<file path="config.mk">
export PLATFORM = sky130hd
export DESIGN_NAME = dma_stop_ctrl
export DESIGN_NICKNAME = d
export VERILOG_FILES = /design/src/rtl/dma_stop_ctrl.sv
export SDC_FILE = /design/constraint.sdc
export NUM_CORES = 1
export LEC_CHECK = 0
export BUFFER_PORTS_ARGS = -buffer_cell sky130_fd_sc_hd__buf_2
export CORE_MARGIN = 3
export CORE_UTILIZATION = 30
export CTS_BUF_LIST = sky130_fd_sc_hd__clkbuf_8 sky130_fd_sc_hd__clkbuf_16
export DETAILED_ROUTE_END_ITERATION = 10
export GPL_TIMING_DRIVEN = 0
export PLACE_DENSITY = 0.59
export SLEW_MARGIN = 20
export SYNTH_ARGS = -nofsm -noshare
export SYNTH_HDL_FRONTEND = slang
export SYNTH_SLANG_ARGS = --single-unit
</file>
<file path="constraint.sdc">
create_clock -name clk -period 3.5 [get_ports clk]
set_clock_uncertainty 0.1 [all_clocks]
set_input_delay 0.875 -clock clk [delete_from_list [all_inputs] [get_ports clk]]
set_output_delay 0.875 -clock clk [all_outputs]
set_load 0.01 [all_outputs]
</file>
<file path="src/rtl/dma_stop_ctrl.sv">
module dma_stop_ctrl #(
  parameter int NCH = 4,
  parameter int AW  = 16,
  parameter int CW  = 8,
  localparam int CHW = (NCH > 1) ? $clog2(NCH) : 1
) (
  input  logic              clk,
  input  logic              rst_n,
  input  logic              cfg_we,
  input  logic [CHW-1:0]    cfg_ch,
  input  logic [AW-1:0]     cfg_sar,
  input  logic [AW-1:0]     cfg_dar,
  input  logic [CW-1:0]     cfg_cnt,
  input  logic              cfg_inc,
  input  logic [1:0]        cfg_size,
  input  logic              cfg_ie,
  input  logic              cfg_brg,
  input  logic [NCH-1:0]    en_set,
  input  logic [NCH-1:0]    en_clr,
  input  logic [NCH-1:0]    te_clr,
  input  logic              dme_we,
  input  logic              dme_val,
  input  logic              nmi_set,
  input  logic              nmi_clr,
  input  logic              ae_set,
  input  logic              ae_rd,
  input  logic              ae_wr0,
  input  logic [NCH-1:0]    req,
  input  logic              xfer_done,
  output logic              busy,
  output logic [CHW-1:0]    grant_ch,
  output logic [NCH*AW-1:0] sar_o,
  output logic [NCH*AW-1:0] dar_o,
  output logic [NCH*CW-1:0] cnt_o,
  output logic [NCH-1:0]    en_o,
  output logic [NCH-1:0]    te_o,
  output logic              dme_o,
  output logic              nmi_o,
  output logic              ae_o,
  output logic              irq
);

  logic [AW-1:0]  sar [NCH];
  logic [AW-1:0]  dar [NCH];
  logic [CW-1:0]  cnt [NCH];
  logic [AW-1:0]  step [NCH];
  logic [1:0]     sz [NCH];
  logic [NCH-1:0] inc, ie, brg, en, te, pend, runnable, hit;
  logic           dme, nmi, ae, ae_arm;
  logic [CHW-1:0] cur, sel;
  logic           sel_vld, start, glb_ok;

  assign glb_ok = dme & ~ae & ~nmi;

  genvar g;
  generate
    for (g = 0; g < NCH; g++) begin : g_ch
      assign step[g]     = inc[g] ? (AW'(1) << sz[g]) : '0;
      assign runnable[g] = en[g] & ~te[g] & (cnt[g] != '0) & glb_ok;
      assign hit[g]      = busy & xfer_done & ~ae_set & (cur == CHW'(g));
      assign sar_o[g*AW +: AW] = sar[g];
      assign dar_o[g*AW +: AW] = dar[g];
      assign cnt_o[g*CW +: CW] = cnt[g];
    end
  endgenerate

  always_comb begin
    sel_vld = 1'b0;
    sel     = '0;
    for (int i = NCH - 1; i >= 0; i--)
      if (runnable[i] && pend[i]) begin
        sel_vld = 1'b1;
        sel     = CHW'(i);
      end
  end

  assign start = ~busy & sel_vld;

  always_ff @(posedge clk or negedge rst_n) begin
    if (!rst_n) begin
      for (int i = 0; i < NCH; i++) begin
        sar[i] <= '0;
        dar[i] <= '0;
        cnt[i] <= '0;
        sz[i]  <= '0;
      end
      inc  <= '0;
      ie   <= '0;
      brg  <= '0;
      en   <= '0;
      te   <= '0;
      pend <= '0;
    end else begin
      for (int i = 0; i < NCH; i++) begin
        if (cfg_we && cfg_ch == CHW'(i)) begin
          sar[i] <= cfg_sar;
          dar[i] <= cfg_dar;
          cnt[i] <= cfg_cnt;
          inc[i] <= cfg_inc;
          sz[i]  <= cfg_size;
          ie[i]  <= cfg_ie;
          brg[i] <= cfg_brg;
        end else if (hit[i]) begin
          cnt[i] <= cnt[i] - CW'(1);
          sar[i] <= sar[i] + step[i];
          dar[i] <= dar[i] + step[i];
        end
        if (hit[i] && cnt[i] == CW'(1)) en[i] <= 1'b0;
        else if (en_clr[i])             en[i] <= 1'b0;
        else if (en_set[i])             en[i] <= 1'b1;
        if (hit[i] && cnt[i] == CW'(1)) te[i] <= 1'b1;
        else if (te_clr[i])             te[i] <= 1'b0;
        pend[i] <= runnable[i] & ~ae_set &
                   (req[i] | (pend[i] & ~(start && sel == CHW'(i))));
      end
    end
  end

  always_ff @(posedge clk or negedge rst_n) begin
    if (!rst_n) begin
      busy <= 1'b0;
      cur  <= '0;
    end else if (ae_set) begin
      busy <= 1'b0;
    end else if (busy && xfer_done) begin
      busy <= 1'b0;
    end else if (start) begin
      busy <= 1'b1;
      cur  <= sel;
    end
  end

  always_ff @(posedge clk or negedge rst_n) begin
    if (!rst_n) begin
      dme    <= 1'b0;
      nmi    <= 1'b0;
      ae     <= 1'b0;
      ae_arm <= 1'b0;
    end else begin
      if (dme_we) dme <= dme_val;
      if (nmi_set)      nmi <= 1'b1;
      else if (nmi_clr) nmi <= 1'b0;
      if (ae_set) begin
        ae     <= 1'b1;
        ae_arm <= 1'b0;
      end else if (ae_wr0 && ae_arm) begin
        ae     <= 1'b0;
        ae_arm <= 1'b0;
      end else if (ae_rd && ae) begin
        ae_arm <= 1'b1;
      end
    end
  end

  assign grant_ch = cur;
  assign en_o     = en;
  assign te_o     = te;
  assign dme_o    = dme;
  assign nmi_o    = nmi;
  assign ae_o     = ae;
  assign irq      = |(te & ie & ~brg);

  generate
    for (g = 0; g < NCH; g++) begin : g_chk
      AST_TE_ONLY_AT_ZERO: assert property (@(posedge clk) disable iff (!rst_n)
        $rose(te[g]) |-> cnt[g] == '0);
    end
  endgenerate

  AST_IDLE_COUNTS_FROZEN: assert property (@(posedge clk) disable iff (!rst_n)
    !busy && !cfg_we |=> $stable(cnt_o));
  AST_INFLIGHT_COMPLETES: assert property (@(posedge clk) disable iff (!rst_n)
    busy && !xfer_done && !ae_set |=> busy);
  AST_ABORT_NO_UPDATE: assert property (@(posedge clk) disable iff (!rst_n)
    busy && ae_set && !cfg_we |=> !busy && $stable(cnt_o) && $stable(sar_o));
  AST_NO_START_HALTED: assert property (@(posedge clk) disable iff (!rst_n)
    !busy && (ae || nmi || !dme) |=> !busy);
  AST_AE_STICKY: assert property (@(posedge clk) disable iff (!rst_n)
    ae && !ae_wr0 |=> ae);

endmodule

</file>
==> results.toml <==
[worst_hold_path]
hold_class = "primary input to asynchronous set/reset pin"

[place]
routabilityCongestion = 0.8850
dpl_worst_slack_ps = 456.7
dpl.hpwl_mm = 34.26
io_buffers = 247

[synth]
syn_inst = 1318
yosysMostFrequentCell = "dfrtp_1"
syn_area_um2 = 11600
yosysWarnings = 0
ys_ff_latch = 199
avgSynthCellArea_um2 = 8.804
synth_seq_area_share_pct = 42.92
synth_common_cells = "dfrtp_1, nand2_1, nor2_1"
synthDistinctLibCells = 60
async_flop_share_pct = 100.0
synthFlopType = "dfrtp_1"
yosys.area.top_type = "dfrtp_1"
ys_top_cells_by_area = "dfrtp_1, nand2_1, xnor2_1"
syn-num-nets = 1440
synth_edf_count = 0
yosysTopAreaCellShare_pct = 42.92

[sta]
max_freq_mhz = 333.6
max_slew.worst_pin.slew_ps = 892.9
setup_tns_ps = 0
slew_viol_final = 0
fin_ws_ps = 502.2
setup_viol = 0
hold_violations = 0
fin_crit_sh_pct = 85.65
finalCriticalPeriod_ps = 2998
relSlewSlack_pct = 39.84
whs_ps = 210.4
rsz0062_at_grt = "no"

[floorplan]
ios = 249
die_w_um = 202.7
rows = 71
fp.dieH_um = 202.7
start_util_pct = 30.59
die_area_um2 = 41080
core_um2 = 37930

[clocking]
post_cts.repair.setup_buffers = 0
cts_buffers = 17
h-tree-depth = 4
cts_hold_buf = 0
ctsResizeCount = 0
clock_path_buffers = 2
cts_tree = "done"
cts-root-buf = "clkbuf_16"
clk_pin_slew_ps = 90
clock-sinks = 199
clk_latency_ps = 450

[worst_setup_path]
crit_path_end_kind = "flip-flop"
crit_path_max_fanout = 6
r2r_cells = 9
r2r_end = "sar_o[12]$_DFFE_PN0P_"
cp_slowest_cell = "a2111oi_1"
cp-start-kind = "flip-flop"
crit_top_cell = "o21ai_0"
cp_top_family = "compound AO/OA/AOI/OAI gates"
r2r-start = "sz[7]$_DFFE_PN0P_"
required_ps = 3720
reg2reg_slack_ps = 500
slowest_delay_ps = 620
crit_chain = "nor3b_1, ha_1, inv_1, fa_1, nor2b_1, o21ai_0, a2111oi_1, xnor2_1, o21ai_0"
path_class = "flip-flop to flip-flop"
worstPathArrival_ps = 3220
path_buf_inv = 1

[routing]
detail-route-antenna-nets = 0
via_per_inst = 5.192
wl_per_cell_um = 20.56
drtIter0Drc = 572
dr.pass1.iters = 5
highest_layer = "met5"
routed-wl-met2_mm = 20.05
drc_errors = 0
vias = 10980
wl_mm = 43.46
met3_wirelength_mm = 3.250
drt-met1-wl_mm = 19.05

[run]
drv_cap = 0

[final_layout]
multi_input_area_um2 = 6185
filler_cell_count = 3970
drive_above_1_share_pct = 19.64
fin_nets = 1708
syn_to_final_growth_pct = 21.99
final-seq-area_um2 = 4980

[grt]
antenna_found_initial = 7
grt_pass1_wl_mm = 65.39
grt_max_degree = 87
grt_pass1_vias = 10690
grt.overflow.total = 0
track_usage_pct = 20.84

[power]
ir_drop_v = 0.0003365
leakage_uw = 0.006016
power.density_nw_per_um2 = 489.3

[run_status]
status = "completed"
==> how the worst max path moves through the flow <==
stage | start | end | slack (ps) | depth (start not counted)
after global routing | sz[7]$_DFFE_PN0P_ | sar_o[14]$_DFFE_PN0P_ | 270 | 9
after detailed placement | cfg_ch[0] | cnt_o[4]$_DFFE_PN0P_ | 460 | 6
after CTS | sz[7]$_DFFE_PN0P_ | sar_o[12]$_DFFE_PN0P_ | 540 | 9
after floorplan | sz[7]$_DFFE_PN0P_ | sar_o[14]$_DFFE_PN0P_ | 970 | 9
after global placement | rst_n | dar_o[24]$_DFFE_PN0P_ | -2290 | 1
final | sz[7]$_DFFE_PN0P_ | sar_o[12]$_DFFE_PN0P_ | 500 | 9
==> flip-flops by register name, indices dropped and copies added, names as in the netlist, 2 cells and up <==
name and cells:
sar_o 64, en_o 4, ie 4, inc 4, brg 4, pend 4, grant_ch 2, cnt_o 32
te_o 4, dar_o 64, sz 8
==> routing by layer <==
| metal | GRT usage (%) | vias to the layer above |
|---|---|---|
| met4 | 6.137 | 6 |
| met1 | 27.65 | 5368 |
| met5 | 0 | - |
| li1 | - | 5151 |
| met2 | 33.55 | 383 |
| met3 | 5.532 | 67 |
==> layout by cell type, fill, tap and decap left out, drive strengths merged, types with 14 or more instances in the layout <==
cell type and count:
nor3b 14, ha 40, buf 257, a211oi 34
inv 63, xnor2 71, nand2 194, and3 18
nand4 25, dfrtp 199, nor2 116, nor2b 18
nor3 19, a21oi 101, a31oi 17, xor2 49
clkbuf 67, o21ai 112, nand3 51
==> power by group <==
group	internal (µW)	total [µW]	switching, µW	leakage [µW]
logic	722	1750	1030	0.00335
clock network	1090	2110	1020	0.000289
registers	2650	3060	418	0.00238
==> stage by stage <==
stage,area (µm²),power [µW],cells,util (%)
6_report,14150,6926,2114,37.32
5_1_grt,14150,7289,2111,37.30
4_1_cts,14140,6965,2110,37.29
3_5_place_dp,13540,4861,2078,35.71
3_3_place_gp,13480,4811,2076,35.53
2_1_floorplan,11600,4005,1318,-
==> logic make-up (layout without fill, tap and decap cells) <==
group / count (synthesis) / after routing / synth area share [%]
other: 0 / 4 / 0
XOR/XNOR: 120 / 120 / 9.058
flip-flops: 199 / 199 / 42.92
adder cells (fa/ha/maj): 48 / 48 / 5.693
buffers and inverters: 114 / 395 / 3.785
AO/OA/AOI/OAI: 313 / 313 / 16.10
AND/OR/NAND/NOR: 516 / 516 / 21.67
multiplexers: 8 / 8 / 0.7764
==> cell type report <==
class / instances / share of cell area, %
diodes: 4 / 0.07072
plain buffers: 57 / 1.591
multi-input cells: 1005 / 43.69
clock inverters: 14 / 1.140
well taps: 511 / 4.517
flip-flops and latches: 199 / 35.18
clock buffers: 18 / 3.103
repair buffers: 249 / 9.193
inverters: 57 / 1.512
No activity file was read; power rests on OpenSTA's default activity.
